--- src/rtl/dsadc_pkg.sv ---
// Shared types for the dual-slope sequencer.
// Assumes: nothing beyond IEEE 1800-2017.
package dsadc_pkg;
    typedef enum logic [2:0] {
        ST_IDLE  = 3'd0,
        ST_DISCH = 3'd1,
        ST_RUNUP = 3'd2,
        ST_RUNDN = 3'd3,
        ST_FIN   = 3'd4
    } dsadc_state_t;
endpackage

--- src/rtl/dsadc_cnt.sv ---
// Phase counter: clears on request, otherwise counts up when enabled.
// Assumes: clr has priority over en; synchronous active-low reset.
module dsadc_cnt #(
    parameter int W = 13
) (
    input  logic         clk,
    input  logic         rst_n,
    input  logic         clr,
    input  logic         en,
    output logic [W-1:0] q
);
    // Hold, clear or advance the cycle count.
    always_ff @(posedge clk) begin
        if (!rst_n)   q <= '0;
        else if (clr) q <= '0;
        else if (en)  q <= q + 1'b1;
    end
endmodule

--- src/rtl/dsadc_fsm.sv ---
// Phase sequencer: discharge, signal run-up, reference run-down, finish.
// Assumes: n_len >= 1 and limit == 2*n_len, both stable while not idle;
// cnt is the phase counter that this module clears and enables.
module dsadc_fsm
    import dsadc_pkg::*;
#(
    parameter int CNW     = 13,
    parameter int RST_CYC = 4
) (
    input  logic           clk,
    input  logic           rst_n,
    input  logic           start,
    input  logic           cmp_zero,
    input  logic [CNW-1:0] n_len,
    input  logic [CNW-1:0] limit,
    input  logic [CNW-1:0] cnt,
    output dsadc_state_t   state,
    output logic           cnt_clr,
    output logic           cnt_en,
    output logic           accept,
    output logic           fin,
    output logic           fin_ovr
);
    localparam logic [CNW-1:0] DISCH_LAST = CNW'(RST_CYC - 1);

    dsadc_state_t nxt;

    // Next state and counter control for each phase.
    always_comb begin
        nxt     = state;
        cnt_clr = 1'b0;
        cnt_en  = 1'b0;
        accept  = 1'b0;
        fin     = 1'b0;
        fin_ovr = 1'b0;
        unique case (state)
            ST_IDLE: if (start) begin
                nxt = ST_DISCH; cnt_clr = 1'b1; accept = 1'b1;
            end
            ST_DISCH: if (cnt == DISCH_LAST) begin
                nxt = ST_RUNUP; cnt_clr = 1'b1;
            end else cnt_en = 1'b1;
            ST_RUNUP: if (cnt == n_len - 1'b1) begin
                nxt = ST_RUNDN; cnt_clr = 1'b1;
            end else cnt_en = 1'b1;
            ST_RUNDN: if (cmp_zero) begin
                nxt = ST_FIN; fin = 1'b1;
            end else if (cnt == limit) begin
                nxt = ST_FIN; fin = 1'b1; fin_ovr = 1'b1;
            end else cnt_en = 1'b1;
            ST_FIN:  nxt = ST_IDLE;
            default: nxt = ST_IDLE;
        endcase
    end

    // State register.
    always_ff @(posedge clk) begin
        if (!rst_n) state <= ST_IDLE;
        else        state <= nxt;
    end

    // run-down continues while the comparator is low and the bound is not reached

    rundown_hold_chk: assert property (@(posedge clk) disable iff (!rst_n)
        (state == ST_RUNDN && !cmp_zero && cnt < limit) |=> state == ST_RUNDN);


    rundown_bound_chk: assert property (@(posedge clk) disable iff (!rst_n)
        (state == ST_RUNDN) |-> cnt <= limit);


    runup_len_chk: assert property (@(posedge clk) disable iff (!rst_n)
        (state == ST_RUNUP) |-> cnt < n_len);
endmodule

--- src/rtl/dsadc_seq.sv ---
// Top of the dual-slope sequencer: captures the run-up length, drives the
// integrator switches and registers the de-integration count.
// Assumes: the comparator is already synchronised to clk; RST_CYC >= 1
// and RST_CYC < 2**(CW+1).
module dsadc_seq
    import dsadc_pkg::*;
#(
    parameter int CW      = 12,
    parameter int RST_CYC = 4
) (
    input  logic        clk,
    input  logic        rst_n,
    input  logic        start,
    input  logic [CW-1:0] t1_cfg,
    input  logic        cmp_zero,
    output logic        sw_sig,
    output logic        sw_ref,
    output logic        sw_rst,
    output logic        busy,
    output logic        done,
    output logic [CW:0] result,
    output logic        overrange
);
    localparam int CNW = CW + 1;

    dsadc_state_t   state;
    logic [CNW-1:0] cnt, n_len, limit;
    logic [CW-1:0]  t1_q;
    logic           cnt_clr, cnt_en, accept, fin, fin_ovr;

    assign n_len = (t1_q == '0) ? CNW'(1) : {1'b0, t1_q};
    assign limit = {n_len[CNW-2:0], 1'b0};

    // Freeze the run-up setting when a conversion is accepted.
    always_ff @(posedge clk) begin
        if (!rst_n)      t1_q <= '0;
        else if (accept) t1_q <= t1_cfg;
    end

    dsadc_cnt #(.W(CNW)) i_cnt (
        .clk(clk), .rst_n(rst_n), .clr(cnt_clr), .en(cnt_en), .q(cnt)
    );

    dsadc_fsm #(.CNW(CNW), .RST_CYC(RST_CYC)) i_fsm (
        .clk(clk), .rst_n(rst_n), .start(start), .cmp_zero(cmp_zero),
        .n_len(n_len), .limit(limit), .cnt(cnt), .state(state),
        .cnt_clr(cnt_clr), .cnt_en(cnt_en), .accept(accept),
        .fin(fin), .fin_ovr(fin_ovr)
    );

    // Register the count and the overrange flag at the end of run-down.
    always_ff @(posedge clk) begin
        if (!rst_n) begin
            result    <= '0;
            overrange <= 1'b0;
        end else if (fin) begin
            result    <= fin_ovr ? limit : cnt;
            overrange <= fin_ovr;
        end
    end

    assign sw_rst = (state == ST_DISCH);
    assign sw_sig = (state == ST_RUNUP);
    assign sw_ref = (state == ST_RUNDN);
    assign busy   = sw_rst | sw_sig | sw_ref;
    assign done   = (state == ST_FIN);


    sw_onehot_chk: assert property (@(posedge clk) disable iff (!rst_n)
        $onehot0({sw_rst, sw_sig, sw_ref}));


    t1_hold_chk: assert property (@(posedge clk) disable iff (!rst_n)
        (busy && !$rose(busy)) |-> $stable(t1_q));


    ovr_value_chk: assert property (@(posedge clk) disable iff (!rst_n)
        (done && overrange) |-> result == limit);


    done_pulse_chk: assert property (@(posedge clk) disable iff (!rst_n)
        done |=> (!done && !busy));


    result_hold_chk: assert property (@(posedge clk) disable iff (!rst_n)
        (!done && !$past(done) && !$rose(done)) |-> ($stable(result) || $past(!rst_n)));
endmodule

--- config.mk ---
export PLATFORM = sky130hd
export DESIGN_NAME = dsadc_seq
export DESIGN_NICKNAME = d
export VERILOG_FILES = /design/src/rtl/dsadc_pkg.sv /design/src/rtl/dsadc_cnt.sv /design/src/rtl/dsadc_fsm.sv /design/src/rtl/dsadc_seq.sv
export SDC_FILE = /design/constraint.sdc
export NUM_CORES = 1
export LEC_CHECK = 0
export BUFFER_PORTS_ARGS = -buffer_cell sky130_fd_sc_hd__buf_2
export CAP_MARGIN = 0
export CORE_UTILIZATION = 40
export DETAILED_ROUTE_END_ITERATION = 6
export GPL_ROUTABILITY_DRIVEN = 1
export PLACE_DENSITY = 0.66
export SLEW_MARGIN = 5
export SYNTH_ARGS = -nofsm -noshare
export SYNTH_HDL_FRONTEND = slang
export SYNTH_SLANG_ARGS = --single-unit
export TNS_END_PERCENT = 30
--- constraint.sdc ---
create_clock -name clk -period 4.4 [get_ports clk]
set_input_delay 0 -clock clk [delete_from_list [all_inputs] [get_ports clk]]
set_output_delay 0 -clock clk [all_outputs]
set_load 0.05 [all_outputs]
==> impl_summary.md <==
Drt
The wire length per cell is 13.9 µm. The first routing iteration left a little under 90 violations. The count of antenna-violating nets left after detailed routing is 0. The first TritonRoute pass finished after 6 iterations. After detailed routing, the number of vias per cell comes to ~5.5. The sum of routed wire length over all layers is 5570 µm.

The total number of vias is 2188. The number of remaining DRC errors is 0.

Worst setup path
The setup slack of the most critical reg-to-reg path is slightly above 500 ps. The worst setup path is launched from a flip-flop. The critical path arrival is 4110 ps. For the worst setup path, the data required time is 4610 ps.

The worst setup path is captured at a flip-flop. The critical path in this run is classified as flip-flop to flip-flop. In this run the worst path has a maximum fanout of 25.

Timing
The max-slew violation total from the final report came to 0. The remaining max-slew budget at the tightest pin is between 20% and 30%. The count of final hold-check violations was 0. Timing would allow up to 257 MHz. The sum of negative setup slack is 0 ps. The post-route minimum period is 3900 ps. On the final layout, the worst clock skew is approximately 6.4 ps. The slew at the pin closest to its max-slew limit is between 1000 and 1500 ps.

Setup repair after global routing left no endpoint under its margin. The worst path uses roughly nine tenths of the clock period. Setup violations remaining at the end of the flow were counted as 0.

Die
Once the floorplan was initialized, standard cells occupied between 40 and 50% of the core. The number of rows in the core area is 27. The die area is about 6300 µm². The I/O pin total is 35. The die boundary height is around 80 µm. The total area inside the core boundary comes to 5640 µm². The width of the die is 79.6 µm.

Global routing
The global router's overall resource usage is a little under a fifth. Entering global routing, the biggest net connects 29 pins. The overflow left after global routing is 0. The number of global-route vias before repair is ~1900. The number of antenna violations at the first check in global routing was 0. The first global-routing pass estimated slightly above 9000 µm of wire.

Power
The fraction of power spent switching nets is between 20% and 30%. The net switching component of the power is 0.233 mW. Combinational cells account for between 15 and 20% of the total power. The power share of the sequential group is roughly half. The cell internal power dissipation is approximately 0.57 mW.

Across the VDD grid, the largest voltage drop is about 0.00012 V. The share of total power dissipated in the clock network is between 30% and 40%. In this run the power density over the cells is approximately 290 nW/µm². In this run the static leakage power is ~1.2 nW.

Clocking
The longest clock path from root to sink contains 2 buffers. The number of H-tree branching levels is 2. The clock input transition at the sequential cells of the worst setup and hold paths is roughly 80 ps. After clock tree synthesis, the repair step resized 0 gates. The clock reaches the later pin of the worst-skew pair after 290 ps. Buffers added to address setup during post-CTS repair amount to 0. The number of hold buffers added after cts is 14. The CTS tree is built. The tree is rooted in a clkbuf_8. Clock tree synthesis inserted a total of 5 buffers.

Clock tree synthesis found a total of 42 sinks.

Logic synthesis
The post-synthesis async set-or-reset flop share is 0%. A synthesized cell averages around 8.0 µm². Of the synthesized area, sequential elements account for between 30% and 40%. The area of the mapped netlist is roughly 2400 µm². The number of warnings issued by yosys is 0. Counting flops with a built-in enable in the synthesized netlist gives 0. The post-synthesis cell count is 301. The number of nets handed over by synthesis was around 320. In the synthesized netlist the dominant register cell turns out to be dfxtp_1.

After synthesis the netlist holds a flip-flop and latch count of 42. Yosys mapped the design onto 44 distinct sky130hd cell types.

Status
The run finished with clean final reports.

Placed design
Detailed placement ended at an HPWL of approximately 4000 µm. Buffers placed on the I/O ports in this run total 34. At the end of routability-driven placement, the weighted congestion stood at ~0.86.

Final layout
In the final layout, the share of cells above drive strength 1 is between 10% and 20%. The repair_antennas step left the layout with diodes totalling 0. The area growth from synthesis to layout is 14.4%.

The fraction of the core area covered by cells at the end of the flow is between 40 and 50%. After filler insertion, the fill cell instance count of the layout stands at roughly 570. After the last flow step, the layout net total stands at about 350.

Worst hold path
The worst hold path belongs to the class input pin to flip-flop.

Run
The number of maximum-capacitance constraint violations is 0.
[worst paths after layout]
path	cells past startpoint	start	end
worst max register to register	12	t1_q[2]	i_cnt.q[12]
worst min register to register	2	result[5]	result[5]
worst min-delay path	4	start	i_fsm.state[0]
worst max-delay path	12	t1_q[2]	i_cnt.q[12]
[power by group through the flow]
stage | clock [mW] | sequential, mW | combinational [mW]
final | 0.245 | 0.407 | 0.147
after global routing | 0.273 | 0.410 | 0.161
after CTS | 0.254 | 0.407 | 0.146
after detailed placement | 0 | 0.416 | 0.136
after global placement | 0 | 0.415 | 0.135
after floorplan | 0 | 0.401 | 0.124
[registers in the layout (all words and copies together), names as in the netlist]
register and flops:
i_cnt.q 13, i_fsm.state 3, overrange 1, result 13, t1_q 12
[cells by family (layout without fill, tap and decap cells)]
family	count (synthesis)	in the layout	share of synthesized area, %
simple gates	125	125	26.3
compound gates	58	58	16.0
flops	42	42	34.9
buf+inv	37	64	7.48
xor+xnor	21	21	7.64
mux	16	16	6.65
fa+ha+maj	2	2	1.04
[synth_stat cells (all sizes together) (3+ instances only)]
cell    instances  area share (%)
dfxtp          42              35
nand2          36             5.6
a21oi          26             5.4
nor2           25             4.0
clkbuf         17             2.6
mux2i          16             6.6
buf            13             3.7
or3            12             3.1
xnor2          12             4.4
o21ai          11             2.3
nand3           9             1.9
xor2            9             3.3
nor3            8             1.7
inv             7             1.1
nand4           7             1.8
and3            6             1.6
nor4            6             1.6
o31ai           5             1.6
or4             5             1.7
a211o           3             1.1
[worst max-delay path, stage by stage, from the launching register on]
cell and delay (ps):
dfxtp_1 480, nor4_1 90, buf_4 160, a41oi_1 430
ha_1 260, nor3b_1 410, nor4b_1 340, mux2i_1 220
a211o_1 170, a2111oi_4 80, o41a_4 480, or4_1 530
a21oi_1 150
[cell type report]
| type | count | area [µm²] | share of cell area (%) |
|---|---|---|---|
| Clock inverter | 2 | 13.8 | 0.500 |
| Timing Repair Buffer | 49 | 318 | 11.5 |
| Clock buffer | 6 | 72.6 | 2.63 |
| Multi-Input combinational cell | 222 | 1390 | 50.6 |
| Sequential cell | 42 | 841 | 30.5 |
| Tap cell | 72 | 90.1 | 3.27 |
| Inverter | 7 | 26.3 | 0.954 |
[layer usage]
metal | track usage, % | vias up | share of wire, %
li1 | - | 1110 | -
met1 | 25.0 | 1018 | 48
met2 | 29.6 | 53 | 45
met3 | 3.43 | 7 | 4.8
met4 | 7.82 | 0 | 1.6
met5 | 0 | - | 0
[placed cells by master (no fill, tap or decap), types with 2 or more instances in the layout]
master and count:
nor3b_1 2, o21ai_1 10, nor4_1 6, nand3b_1 2
nor2_1 24, nand2_1 36, nand4_1 7, or4_1 4
dfxtp_1 42, nor3_1 8, xnor2_1 12, clkbuf_8 5
a31oi_1 2, mux2i_1 16, nand3_1 9, xor2_1 9
o31ai_1 5, or3_1 12, a211o_1 3, buf_2 34
ha_1 2, dlygate4sd3_1 14, inv_1 6, and3_1 6
a21oi_1 26, a211oi_1 2, and2_1 2, nand2b_1 2
a32oi_1 2
[per-stage QoR]
step | hold WS [ps] | worst slack (ps) | std cells | area, µm² | total power, mW
after floorplan | 98.2 | 973 | 301 | 2410 | 0.525
after global placement | 217 | 689 | 378 | 2530 | 0.550
after detailed placement | 221 | 571 | 378 | 2530 | 0.552
after CTS | 159 | 516 | 400 | 2760 | 0.807
after global routing | 198 | 228 | 400 | 2760 | 0.844
final | 165 | 504 | 400 | 2760 | 0.799
Power figures use the tool's default switching activity.
